### config.mk
export PLATFORM = sky130hd
export DESIGN_NAME = bf16_narrow
export DESIGN_NICKNAME = d
export VERILOG_FILES = /design/src/rtl/bf16n_pkg.sv /design/src/rtl/bf16n_classify.sv /design/src/rtl/bf16n_round.sv /design/src/rtl/bf16n_slot.sv /design/src/rtl/bf16_narrow.sv
export SDC_FILE = /design/constraint.sdc
export NUM_CORES = 1
export LEC_CHECK = 0
export BUFFER_PORTS_ARGS = -buffer_cell sky130_fd_sc_hd__buf_2
export CAP_MARGIN = 20
export CORE_MARGIN = 5
export CORE_UTILIZATION = 38
export DETAILED_ROUTE_END_ITERATION = 10
export GPL_TIMING_DRIVEN = 0
export PLACE_DENSITY_LB_ADDON = 0.3
export SLEW_MARGIN = 10
export SYNTH_ARGS = -nofsm -noshare
export SYNTH_HDL_FRONTEND = slang
export SYNTH_SLANG_ARGS = --single-unit
### constraint.sdc
create_clock -name clk -period 3.7 [get_ports clk]
set_input_delay 1.11 -clock clk [delete_from_list [all_inputs] [get_ports clk]]
set_output_delay 1.11 -clock clk [all_outputs]
set_load 0.02 [all_outputs]
### src/rtl/bf16n_pkg.sv
package bf16n_pkg;

    // One-entry output slot states
    typedef enum logic [0:0] {
        SLOT_EMPTY = 1'b0,
        SLOT_FULL  = 1'b1
    } slot_state_e;

endpackage

### src/rtl/bf16n_classify.sv
module bf16n_classify #(
    parameter int EXP_W = 8,
    parameter int MAN_W = 23
) (
    input  logic [EXP_W+MAN_W:0] word,
    output logic                 is_nan
);
    localparam int IN_W  = 1 + EXP_W + MAN_W;
    localparam int MAG_W = IN_W - 1;

    // Largest non-NaN magnitude: all-ones exponent, zero mantissa (infinity)
    localparam logic [MAG_W-1:0] INF_MAG = {{EXP_W{1'b1}}, {MAN_W{1'b0}}};

    logic [MAG_W-1:0] magnitude;

    always_comb begin
        magnitude = word[MAG_W-1:0];
        is_nan    = (magnitude > INF_MAG);
    end

endmodule

### src/rtl/bf16n_round.sv
module bf16n_round #(
    parameter int EXP_W    = 8,
    parameter int MAN_W    = 23,
    parameter int KEEP_MAN = 7
) (
    input  logic [EXP_W+MAN_W:0]    word,
    input  logic                    is_nan,
    output logic [EXP_W+KEEP_MAN:0] result
);
    localparam int IN_W  = 1 + EXP_W + MAN_W;
    localparam int OUT_W = 1 + EXP_W + KEEP_MAN;
    localparam int DROP  = MAN_W - KEEP_MAN;
    localparam int QUIET = KEEP_MAN - 1;

    // Half of one retained LSB, minus one: all ones across the discarded half but its top bit
    localparam logic [IN_W-1:0] HALF_MINUS = {{(IN_W-DROP+1){1'b0}}, {(DROP-1){1'b1}}};

    logic [IN_W-1:0]  bias;
    logic [IN_W-1:0]  biased;
    logic [OUT_W-1:0] nan_half;
    logic [OUT_W-1:0] num_half;

    generate
        if (KEEP_MAN > 0) begin : g_quiet
            always_comb nan_half = word[IN_W-1:DROP] | (OUT_W'(1) << QUIET);
        end else begin : g_noquiet
            always_comb nan_half = word[IN_W-1:DROP];
        end
    endgenerate

    always_comb begin
        // Retained LSB decides the tie: odd LSB pushes an exact half over
        bias     = HALF_MINUS + IN_W'(word[DROP]);
        biased   = word + bias;
        num_half = biased[IN_W-1:DROP];
        result   = is_nan ? nan_half : num_half;
    end

endmodule

### src/rtl/bf16n_slot.sv
module bf16n_slot
    import bf16n_pkg::*;
#(
    parameter int W = 17
) (
    input  logic         clk,
    input  logic         rst,
    input  logic         load_valid,
    input  logic [W-1:0] load_data,
    output logic         load_ready,
    input  logic         drain_ready,
    output logic         slot_valid,
    output logic [W-1:0] slot_data
);
    slot_state_e    state_q;
    slot_state_e    state_d;
    logic [W-1:0]   data_q;
    logic           load_fire;
    logic           drain_fire;

    always_comb begin
        load_ready = (state_q == SLOT_EMPTY) || drain_ready;
        load_fire  = load_valid && load_ready;
        drain_fire = (state_q == SLOT_FULL) && drain_ready;
    end

    // Next-state logic: fill, refill, hold, drain, idle
    always_comb begin
        state_d = state_q;
        unique case (state_q)
            SLOT_EMPTY: state_d = load_fire ? SLOT_FULL : SLOT_EMPTY;
            SLOT_FULL: begin
                if (load_fire)       state_d = SLOT_FULL;
                else if (drain_fire) state_d = SLOT_EMPTY;
                else                 state_d = SLOT_FULL;
            end
            default: state_d = SLOT_EMPTY;
        endcase
    end

    // State register
    always_ff @(posedge clk) begin
        if (rst) state_q <= SLOT_EMPTY;
        else     state_q <= state_d;
    end

    // Data register, written only on an accepted load
    always_ff @(posedge clk) begin
        if (load_fire) data_q <= load_data;
    end

    // Outputs
    always_comb begin
        slot_valid = (state_q == SLOT_FULL);
        slot_data  = data_q;
    end

    AST_RESET_EMPTY: assert property (@(posedge clk) rst |=> !slot_valid);
    AST_LOAD_LATENCY: assert property (@(posedge clk) disable iff (rst)
        load_valid && load_ready |=> slot_valid && slot_data == $past(load_data));
    AST_READY_EMPTY: assert property (@(posedge clk) disable iff (rst)
        !slot_valid |-> load_ready);
    AST_HOLD_STABLE: assert property (@(posedge clk) disable iff (rst)
        slot_valid && !drain_ready |=> slot_valid && $stable(slot_data));

endmodule

### src/rtl/bf16_narrow.sv
module bf16_narrow #(
    parameter int EXP_W    = 8,
    parameter int MAN_W    = 23,
    parameter int KEEP_MAN = 7
) (
    input  logic                     clk,
    input  logic                     rst,
    input  logic                     in_valid,
    input  logic [EXP_W+MAN_W:0]     in_word,
    output logic                     in_ready,
    output logic                     out_valid,
    output logic [EXP_W+KEEP_MAN:0]  out_half,
    output logic                     out_nan,
    input  logic                     out_ready
);
    localparam int IN_W   = 1 + EXP_W + MAN_W;
    localparam int OUT_W  = 1 + EXP_W + KEEP_MAN;
    localparam int SLOT_W = OUT_W + 1;

    logic               word_nan;
    logic [OUT_W-1:0]   narrowed;
    logic [SLOT_W-1:0]  slot_out;

    bf16n_classify #(.EXP_W(EXP_W), .MAN_W(MAN_W)) u_classify (
        .word   (in_word),
        .is_nan (word_nan)
    );

    bf16n_round #(.EXP_W(EXP_W), .MAN_W(MAN_W), .KEEP_MAN(KEEP_MAN)) u_round (
        .word   (in_word),
        .is_nan (word_nan),
        .result (narrowed)
    );

    bf16n_slot #(.W(SLOT_W)) u_slot (
        .clk         (clk),
        .rst         (rst),
        .load_valid  (in_valid),
        .load_data   ({word_nan, narrowed}),
        .load_ready  (in_ready),
        .drain_ready (out_ready),
        .slot_valid  (out_valid),
        .slot_data   (slot_out)
    );

    always_comb begin
        out_nan  = slot_out[SLOT_W-1];
        out_half = slot_out[OUT_W-1:0];
    end

    AST_NAN_QUIET: assert property (@(posedge clk) disable iff (rst)
        out_valid && out_nan |-> out_half[KEEP_MAN-1] && (&out_half[OUT_W-2:KEEP_MAN]));
    AST_NO_FAKE_NAN: assert property (@(posedge clk) disable iff (rst)
        out_valid && !out_nan |-> !((&out_half[OUT_W-2:KEEP_MAN]) && (|out_half[KEEP_MAN-1:0])));
    AST_SIGN_KEPT: assert property (@(posedge clk) disable iff (rst)
        in_valid && in_ready |=> out_half[OUT_W-1] == $past(in_word[IN_W-1]));
    AST_NAN_FLAG: assert property (@(posedge clk) disable iff (rst)
        in_valid && in_ready |=> out_nan == ($past(in_word[IN_W-2:0]) > {{EXP_W{1'b1}}, {MAN_W{1'b0}}}));

endmodule

# After elaboration in Yosys (flattened, before gate mapping)
# Cells that the tools add are included.
[classes]
addsub = 2
order_cmp = 1
n_mux = 5
bitwise_logic = 1
n_reduce_logical = 3
[op_table]
columns = ["operator", "n"]
rows = [
  ["adder 32 bit", 1],
  ["> comparator 31 bit, second input constant", 1],
  ["adder 15 x 1 -> 16 bit, first input constant", 1],
  ["2-to-1 mux 16 bit", 1],
  ["2-to-1 mux 1 bit", 3],
  ["logical AND 1 bit", 2],
  ["case mux 1 bit (2 select lines)", 1],
  ["logical OR 1 bit", 1],
  ["NOT 1 bit", 1],
]
[totals]
regBits = 18
wordCells = 15

# Logic depth before layout (Yosys ltp)
# Gate-level depths: netlist of the first run.
[logic_depth]
depth_word = 5
mapped_depth = 9

# Hierarchy
# A second synthesis of the first run with hierarchy kept.
[unflattened]
hier_cells = 80
hier_area_um2 = 992.2
[modules_own_cells]
columns = ["mod", "instances", "cells_each", "area_per_inst_um2"]
rows = [
  ["bf16n_slot", 1, 22, 565.5],
  ["bf16n_round", 1, 46, 337.8],
  ["bf16n_classify", 1, 12, 88.8],
]

# Least setup slack after synthesis of the first run
# No wires, ideal clock.
[synth_path]
kind = "input to register"
start = "in in_word[16]"
end = "reg u_slot.data_q[8], in the netlist u_slot.slot_data[8], data pin"
setup_ns = 0.262
arrival_time_ns = 2.991
t_required_ns = 3.438
setup_slack_ns = 0.447
stages = 8
path_buffers = 1
cell_sequence = "buf_6 inv_1 ha_1 a211o_1 o2111ai_1 o211ai_2 and3_1 mux2_1"
[synth_via]
elab_chain_len = 3
elab_cells_between_ends = 4
classes_between = "add/sub: 2; order compare: 1; mux: 1"
[synth_lines]
columns = ["item", "line_no", "source"]
rows = [
  ["start, declared", "bf16_narrow.sv:9", "input logic [EXP_W+MAN_W:0] in_word,"],
  ["adder 15 x 1 -> 16 bit", "bf16n_round.sv:33", "bias = HALF_MINUS + IN_W'(word[DROP]);"],
  ["adder 32 bit", "bf16n_round.sv:34", "biased = word + bias;"],
  ["2-to-1 mux 16 bit *", "bf16n_round.sv:36", "result = is_nan ? nan_half : num_half;"],
  ["net narrowed[8]", "bf16_narrow.sv:21", "logic [OUT_W-1:0] narrowed;"],
  ["end signal, assigned", "bf16n_slot.sv:49", "if (load_fire) data_q <= load_data;"],
  ["end, declared", "bf16n_slot.sv:17", "logic [W-1:0] data_q;"],
]
# The timed path passes the listed nets; every way through them passes the cells marked *.
# A chain may end at the register's enable or synchronous reset.

# Final worst setup path of the first run
[layout_path]
start = "in in_word[16]"
end = "reg u_slot.data_q[11], in the netlist u_slot.slot_data[11], data pin"
# Same word-level chain as after synthesis.

==> results of run 1 <==
## area by class of cell
class	instances	share of cell area, %
plain buffers	2	0.758
clock buffers	4	2.27
inverters	7	1.64
multi-input cells	137	50.9
flip-flops and latches	18	26.8
well taps	50	3.16
repair buffers	56	14.5
## power groups by stage
stage	clock (mW)	sequential (mW)	combinational, mW
after global placement	0	0.247	0.176
final	0.134	0.242	0.183
after floorplan	0	0.265	0.0974
after detailed placement	0	0.247	0.177
after global routing	0.145	0.243	0.205
after CTS	0.138	0.243	0.178
## sequential cells by signal, summed over array words and instances (netlist names)
signal,count
u_slot.slot_data,17
u_slot.slot_valid,1
## layer usage
metal	vias to the layer above	track usage, %
li1	766	-
met1	679	18.6
met2	52	24.7
met3	2	2.03
met4	0	3.36
met5	-	0
## placed cells by master (no fill, tap or decap), types with 2 or more instances in the layout
cell type  count
and3_1         5
and4_1         3
nand2_1       13
buf_2         53
o21ai_1        3
mux2_1         2
a211oi_1       3
buf_4          3
clkbuf_1       2
nand2b_1       2
nor4_1         5
o21ai_0        7
nand3_1        3
nand4_1        9
and2_1         2
nor3_1         7
o21bai_1       2
inv_1          5
clkbuf_8       3
ha_1          15
edfxtp_1      17
nor2_1         9
a21oi_1       13
xnor2_1        8
nor4_2         2
## through the flow
step	cell area, um^2	hold WS [ps]	power, mW
after CTS	1940	515	0.558
after global placement	1900	493	0.423
final	1980	509	0.559
after global routing	1980	529	0.593
after detailed placement	1900	506	0.424
after floorplan	1570	729	0.363
## what timing repair did
item	in CTS	in global routing
endpoints found under the setup margin	0	1
resized for setup	0	2
setup buffers	0	3
## worst max-delay path by stage
stage	slack (ps)	start	to
6_report	220	in_word[16]	u_slot.slot_data[11]$_DFFE_PP_
3_3_place_gp	-110	in_word[16]	u_slot.slot_data[11]$_DFFE_PP_
4_1_cts	140	in_word[16]	u_slot.slot_data[11]$_DFFE_PP_
5_1_grt	70	in_word[16]	u_slot.slot_data[11]$_DFFE_PP_
2_1_floorplan	450	in_word[16]	u_slot.slot_data[8]$_DFFE_PP_
3_5_place_dp	-90	in_word[16]	u_slot.slot_data[11]$_DFFE_PP_
## tightest hold or removal path, stage by stage (launching register included)
cell and delay [ps]:
dfxtp_1 310, nand2b_1 90, a21oi_1 70
## cells by family after synthesis
group,count (synthesis),synth area share [%]
AND/OR/NAND/NOR,69,27.1
AO/OA/AOI/OAI,41,17.1
flip-flops,18,33.8
adder cells (fa/ha/maj),16,12.7
XOR/XNOR,9,5.02
buffers and inverters,9,2.79
multiplexers,2,1.43
==> run summary, run 1 <==
Min Tclk post-route - 3480 ps
Max FO, Critical Path - 10
Filler cell count - 395
Clk buf depth - 2
Diodes inserted - 0
HP Start - u_slot.slot_valid$_SDFF_PP0_
Worst slew pin tran - 733 ps
Seq/Total Area, Yosys - 33.8%
Fin worst setup slack - 217 ps
Wire length on met1 - 1.67 mm
Initial antenna violation count - 0
IO Count - 55
WP buf/inv - 4
Final hold viol count - 0
Die Y - 74.3 um
First-pass GRT wire length - 6.24 mm
Internal Power - 0.391 mW
Hold endpoint - u_slot.slot_valid$_SDFF_PP0_
WP data required - 3690 ps
Ranking of synthesized cells by area - edfxtp_1 33%, ha_1 13%, xnor2_1 4.5%
P_leak - 0.838 nW
Flops & latches, synth - 18
Main synth FF type - edfxtp_1
Vias in the first global route - 1444
Worst-Skew Late Latency - 250 ps
Die area - 5520 um^2
Area of the multi-input gates - 1010 um^2
Core footprint - 4000 um^2
Fin cells - 274
Most instantiated cells after synthesis - 17 x edfxtp_1, 16 x ha_1, 13 x a21oi_1, 13 x nand2_1
Part of the power in combinational logic - 32.7%
Worst Reg-to-Reg Cells - 2
RSZ-0062 raised after global routing - no
R2R setup slack - 2310 ps
Share of power burned in registers - 43.3%
CP max stage delay - 360 ps
Number of flops mapped to enable cells by yosys - 17
Met3 wire length - 304 um
Fin. max-slew vios - 0
Met2 WL post-DR - 1.83 mm
Peak supply drop - 103 uV
Initial drt markers - 81
Warnings from Yosys - 0
Worst path cell trace - buf_2 -> buf_6 -> clkinvlp_4 -> buf_4 -> ha_1 -> nand4_1 -> nor4_1 -> o21ai_1 -> nor4b_2 -> nor3_1 -> mux2_1
Top Layer Used - met4
Skew final - 5.36 ps
Syn avg cell area - 9.57 um^2
TritonCTS buffer count - 3
Highest clock rate - 0.287 GHz
Largest area contributor in the netlist - edfxtp_1
Root Driver - clkbuf_8
Number of max-cap violations - 0
# rows - 23
Post-route ant nets - 0
Clk sinks - 18
H-tree Lvls - 1
CP startpoint kind - primary input
Reg-to-Reg Start - u_slot.slot_valid$_SDFF_PP0_
Setup violators final - 0
Psw - 0.169 mW
Max-slew headroom - 51.1%
Dpl ws - -94.4 ps
Largest net degree at the start of global routing - 18
Ys async rst share - 0%
Detailed placement HPWL - 3.19 mm
Family with the most delay on the worst path - simple AND/OR/NAND/NOR gates
Most frequent cell after synthesis - edfxtp_1
CP endpoint kind - register
Vias - 1499
Hold_buf cts - 0
Sw frac - 30.2%
Critical path's slowest cell - mux2_1
Die Span X - 74.3 um
Cell Pwr Density - 282 nW/um^2
Part of the power in the clock network - 24.0%
Total GRT Usage - 14.2%
Status - finished, final reports clean
RD Place Congestion - 0.882
Worst Hold Class - register to register
Vias per cell - 5.47
Hold path cells - 2
NumNets Final - 277
Syn_nets - 216
Total gr overflow - 0
Worst R2R End - u_slot.slot_data[2]$_DFFE_PP_
Share of layout cells above drive strength 1 - 32.6%
Cells after DPL - 267
Netlist cell types - 48
I/O Buffers - 53
DRC violations left - 0
Util after Layout - 49.5%
Worst-path clk slew - 60 ps
TNS Setup - 0 ps
Avg WL per Cell - 13.9 um
Storage cell area - 531 um^2
Number of cells on the critical path - 11
Yosys top cell area share - 32.5%
Final period utilization - 94.1%
DRT Pass-1 Iters - 4
Synthesized cell area - 1570 um^2
Cells after Synth - 164
Area Overhead vs Synth - 26.2%
Setup CP Type - primary input to register
Routed WL - 3.82 mm
CTS tree - done
Crit path DAT - 3470 ps
Initial Util - 39.3%
Note: power is estimated with default switching activity, not from simulation.
==> run 2: changes to the inputs <==
--- a/config.mk
+++ b/config.mk
@@ -10,7 +10,6 @@
 export CORE_MARGIN = 5
 export CORE_UTILIZATION = 38
 export DETAILED_ROUTE_END_ITERATION = 10
-export GPL_TIMING_DRIVEN = 0
 export PLACE_DENSITY_LB_ADDON = 0.3
 export SLEW_MARGIN = 10
 export SYNTH_ARGS = -nofsm -noshare
==> run summary, run 2 (synthesis results as in run 1) <==
Vias per cell - 5.54 (+1.2%)
# rows - 23 (unchanged)
DRT Pass-1 Iters - 4 (unchanged)
Cell Pwr Density - 286 nW/um^2 (+1.3%)
DRC violations left - 0 (unchanged)
CP startpoint kind - primary input
RD Place Congestion - 0.923 (+4.7%)
Total GRT Usage - 14.1% (-0.080 points)
# resized after CTS - 0 (unchanged)
Detailed placement HPWL - 3.28 mm (+3.0%)
Largest net degree at the start of global routing - 18 (unchanged)
Worst path cell trace - buf_2 -> inv_1 -> ha_1 -> nand4_1 -> nor4_1 -> o21ai_1 -> nor4b_2 -> nor3_1 -> mux2_1
Met2 WL post-DR - 1.82 mm (-0.49%)
Core footprint - 4000 um^2 (unchanged)
Initial drt markers - 90 (+11%)
TNS Setup - 0 ps (unchanged)
NumNets Final - 276 (-0.36%)
Share of layout cells above drive strength 1 - 31.8% (-0.75 points)
WP data required - 3700 ps (about the same)
Worst-path clk slew - 70 ps (about the same)
Initial Util - 39.3% (unchanged)
Most common cell after layout, fill and taps aside - buf_2
Final period utilization - 89.0% (-5.1 points)
Final instance area - 1960 um^2 (-1.3%)
Placed Area - 1910 um^2 (+0.66%)
Number of flip-flops in the largest register - 17 (unchanged)
Post-CTS Setup Inserts - 0 (unchanged)
Clk buf depth - 2 (unchanged)
P_leak - 0.841 nW (+0.30%)
Leading cell types in the layout, fill and taps excluded - 54 x buf_2, 17 x edfxtp_1, 16 x ha_1
Max-slew headroom - 49.9% (-1.2 points)
Avg WL per Cell - 14.4 um (+3.2%)
Critical path's slowest cell - ha_1
Die area - 5520 um^2 (unchanged)
Initial antenna violation count - 0 (unchanged)
Vias - 1512 (+0.87%)
Die Span X - 74.3 um (unchanged)
Routed WL - 3.93 mm (+2.8%)
Total gr overflow - 0 (unchanged)
Hold_buf cts - 0 (unchanged)
Skew final - 6.90 ps (+1.55 ps)
Worst-Skew Late Latency - 250 ps (about the same)
Min Tclk post-route - 3290 ps (-189 ps)
Vias in the first global route - 1424 (-1.4%)
TritonCTS buffer count - 3 (unchanged)
Highest clock rate - 0.304 GHz (+5.7%)
Post-route ant nets - 0 (unchanged)
Die Y - 74.3 um (unchanged)
H-tree Lvls - 1 (unchanged)
Worst slew pin tran - 751 ps (+17.9 ps)
First-pass GRT wire length - 6.11 mm (-2.1%)
Setup CP Type - primary input to register
RSZ-0062 raised after global routing - no
I/O Buffers - 54 (+1.9%)
Root Driver - clkbuf_8
Met3 wire length - 324 um (+6.6%)
Diodes inserted - 0 (unchanged)
CP max stage delay - 450 ps (+90 ps)
Crit path DAT - 3290 ps (-180 ps)
IO Count - 55 (unchanged)
Final hold viol count - 0 (unchanged)
Peak supply drop - 114 uV (+12%)
Area Overhead vs Synth - 24.5%
Setup violators final - 0 (unchanged)
CP endpoint kind - register
Max FO, Critical Path - 14 (+4)
Fin. max-slew vios - 0 (unchanged)
Clk sinks - 18 (unchanged)
Number of max-cap violations - 0 (unchanged)
Top Layer Used - met4
CTS tree - done
Status - finished, final reports clean
Worst Hold Class - register to register
Wire length on met1 - 1.74 mm (+4.1%)
[run 2: path summary, 6_finish.rpt]
kind                                                    from                        endpoint  slack [ps]  cells past startpoint
worst min register to register  u_slot.slot_valid$_SDFF_PP0_    u_slot.slot_valid$_SDFF_PP0_         510                      2
worst min-delay path            u_slot.slot_valid$_SDFF_PP0_    u_slot.slot_valid$_SDFF_PP0_         510                      2
worst max-delay path                             in_word[16]  u_slot.slot_data[11]$_DFFE_PP_         410                      9
worst max register to register  u_slot.slot_valid$_SDFF_PP0_   u_slot.slot_data[4]$_DFFE_PP_        2300                      2
[run 2: metal layers]
metal / global-route usage, % / up-vias
li1: - / 764
met4: 4.35 / 0
met3: 1.89 / 4
met1: 18.8 / 698
met5: 0 / -
met2: 23.8 / 46
[run 2: stage by stage]
stage / hold slack (ps) / util (%) / instances / setup WS [ps] / power [mW]
final: 513 / 48.9 / 273 / 406 / 0.559
after global routing: 562 / 48.9 / 273 / 221 / 0.591
after CTS: 516 / 48.9 / 273 / 394 / 0.565
after detailed placement: 507 / 47.8 / 269 / 134 / 0.427
after global placement: 493 / 47.8 / 269 / 151 / 0.425
after floorplan: 729 / - / 164 / 447 / 0.363
[run 2: final cells by class]
class                           count  area (um^2)
Clock buffer                        4         45.0
Inverter                            7         28.8
Timing Repair Buffer               57          293
Multi-Input combinational cell    137          996
Fill cell                         404         2040
Tap cell                           50         62.6
Sequential cell                    18          531
[run 2: where the power goes]
part	switching (mW)	total, mW	internal, mW
sequential	0.00277	0.243	0.240
clock	0.0593	0.136	0.0763
combinational	0.108	0.181	0.0725
[run 2: worst max-delay path, delay by kind of cell]
| family | cells | cell delay [ps] |
|---|---|---|
| simple gates | 4 | 920 |
| buf+inv | 2 | 290 |
| fa+ha+maj | 1 | 450 |
| compound gates | 1 | 170 |
| mux | 1 | 350 |
==> run 3: changes to the inputs <==
--- a/config.mk
+++ b/config.mk
@@ -8,10 +8,11 @@
 export BUFFER_PORTS_ARGS = -buffer_cell sky130_fd_sc_hd__buf_2
 export CAP_MARGIN = 20
 export CORE_MARGIN = 5
-export CORE_UTILIZATION = 38
+export CORE_UTILIZATION = 50
 export DETAILED_ROUTE_END_ITERATION = 10
 export PLACE_DENSITY_LB_ADDON = 0.3
 export SLEW_MARGIN = 10
 export SYNTH_ARGS = -nofsm -noshare
 export SYNTH_HDL_FRONTEND = slang
 export SYNTH_SLANG_ARGS = --single-unit
+export TNS_END_PERCENT = 30
==> constraint.sdc (replaced) <==
create_clock -name clk -period 3.7 [get_ports clk]
set_input_delay 1.11 -clock clk [delete_from_list [all_inputs] [get_ports clk]]
set_output_delay 1.11 -clock clk [all_outputs]
set_load 0.1 [all_outputs]
==> run summary, run 3 (synthesis results as in run 1) <==
Status - finished, final reports clean
Met1 usage - 23.4% (+4.5 points)
DRT Pass-1 Iters - 4 (unchanged)
RD Place Congestion - 0.878 (-4.8%)
Core footprint - 3030 um^2 (-24%)
TritonCTS buffer count - 3 (unchanged)
IO Count - 55 (unchanged)
Die Y - 66.0 um (-11%)
Total gr overflow - 0 (unchanged)
Critical path's slowest cell - inv_1
Die area - 4360 um^2 (-21%)
Worst-Skew Late Latency - 280 ps (+30 ps)
Post-CTS Setup Inserts - 0 (unchanged)
Routed WL - 3.73 mm (-5.1%)
Fin. max-slew vios - 0 (unchanged)
Cells after DPL - 263 (-2.2%)
Largest net degree at the start of global routing - 18 (unchanged)
Die Span X - 66.0 um (-11%)
Setup CP Type - primary input to register
Highest clock rate - 0.309 GHz (+1.9%)
H-tree Lvls - 1 (unchanged)
Final hold viol count - 0 (unchanged)
Leading cell types in the layout, fill and taps excluded - 54 x buf_2, 17 x edfxtp_1, 16 x ha_1
Storage cell area - 531 um^2 (unchanged)
Initial antenna violation count - 0 (unchanged)
Vias in the first global route - 1450 (+1.8%)
Final instance area - 1930 um^2 (-1.3%)
Final period utilization - 87.4% (-1.6 points)
Total GRT Usage - 18.5% (+4.4 points)
Cell Pwr Density - 310 nW/um^2 (+8.6%)
Max FO, Critical Path - 14 (unchanged)
Setup violators final - 0 (unchanged)
CP startpoint kind - primary input
Initial Util - 51.9% (+13 points)
Worst Hold Class - register to register
NumNets Final - 276 (unchanged)
Min Tclk post-route - 3230 ps (-59.9 ps)
Worst-path clk slew - 90 ps (+20 ps)
Overall power - 0.599 mW (+7.1%)
Number of flip-flops in the largest register - 17 (unchanged)
Util after Layout - 63.7% (+15 points)
I/O Buffers - 54 (unchanged)
# rows - 20 (-13%)
Vias - 1503 (-0.60%)
Met2 track demand over resource - 32.9% (+9.1 points)
Clk sinks - 18 (unchanged)
R2R setup slack - 2320 ps (+20 ps)
Worst slew pin tran - 708 ps (-43.3 ps)
CP endpoint kind - register
CP max stage delay - 370 ps (-80 ps)
Met3 GRT Util - 1.70% (-0.19 points)
Fin cells - 267 (-2.2%)
# resized after CTS - 0 (unchanged)
RSZ-0062 raised after global routing - no
Peak supply drop - 106 uV (-7.8%)
Area of the multi-input gates - 996 um^2 (unchanged)
P_leak - 0.833 nW (-0.92%)
Skew final - 7.34 ps (+0.440 ps)
Filler cell count - 276 (-32%)
Hold_buf cts - 0 (unchanged)
TNS Setup - 0 ps (unchanged)
Avg WL per Cell - 14.0 um (-2.9%)
WP data required - 3740 ps (+40 ps)
Crit path DAT - 3280 ps (about the same)
Share of layout cells above drive strength 1 - 31.8% (unchanged)
Vias per cell - 5.63 (+1.6%)
Most common cell after layout, fill and taps aside - buf_2
Max-slew headroom - 52.8% (+2.9 points)
Placed Area - 1900 um^2 (-0.39%)
Min Hold Slack - 531 ps (+18.2 ps)
Fin worst setup slack - 466 ps (+59.9 ps)
Diodes inserted - 0 (unchanged)
Number of max-cap violations - 0 (unchanged)
First-pass GRT wire length - 6.32 mm (+3.4%)
Dpl ws - 167 ps (+33.4 ps)
Worst path cell trace - buf_2 -> inv_1 -> ha_1 -> a21oi_1 -> a21boi_0 -> o2111ai_1 -> o211ai_2 -> and3_1 -> mux2_1
Initial drt markers - 62 (-31%)
Detailed placement HPWL - 3.14 mm (-4.5%)
CTS tree - done
Post-route ant nets - 0 (unchanged)
Gr busiest metal - met2
Clk buf depth - 2 (unchanged)
Root Driver - clkbuf_4
DRC violations left - 0 (unchanged)
Area Overhead vs Synth - 22.9%
==> run 3: cell types whose count changed in the layout (fill, tap and decap cells not counted) <==
cell / before / now
clkbuf_4: 0 / 3
clkbuf_8: 3 / 0
==> run 3: power by group <==
| group | internal, mW | total, mW | switching (mW) |
|---|---|---|---|
| Clock | 0.0418 | 0.0948 | 0.0530 |
| Sequential | 0.239 | 0.242 | 0.00279 |
| Combinational | 0.0723 | 0.262 | 0.190 |
==> run 3: metal layers <==
metal | wire, um | vias to the layer above
met2 | 1870 | 53
met5 | 0 | -
li1 | - | 766
met1 | 1620 | 680
met3 | 202 | 4
met4 | 43 | 0
==> run 3: path summary, 6_finish.rpt <==
| path | end | from | cells after the start |
|---|---|---|---|
| max reg2reg | u_slot.slot_data[5]$_DFFE_PP_ | u_slot.slot_valid$_SDFF_PP0_ | 2 |
| min reg2reg | u_slot.slot_valid$_SDFF_PP0_ | u_slot.slot_valid$_SDFF_PP0_ | 2 |
| max | u_slot.slot_data[8]$_DFFE_PP_ | in_word[16] | 9 |
| min | u_slot.slot_valid$_SDFF_PP0_ | u_slot.slot_valid$_SDFF_PP0_ | 2 |
==> run 3: final cells by class <==
cell class,instances,area share [%]
clock buffer,4,1.36
multi-input combinational,137,51.6
inverter,7,1.49
timing repair buffer,57,15.2
tap,44,2.85
sequential,18,27.5
==> run 3: worst max-delay path: cells and delay by family <==
family | cells | cell delay (ps)
simple gates | 1 | 270
compound gates | 4 | 780
buf+inv | 2 | 470
mux | 1 | 310
fa+ha+maj | 1 | 340
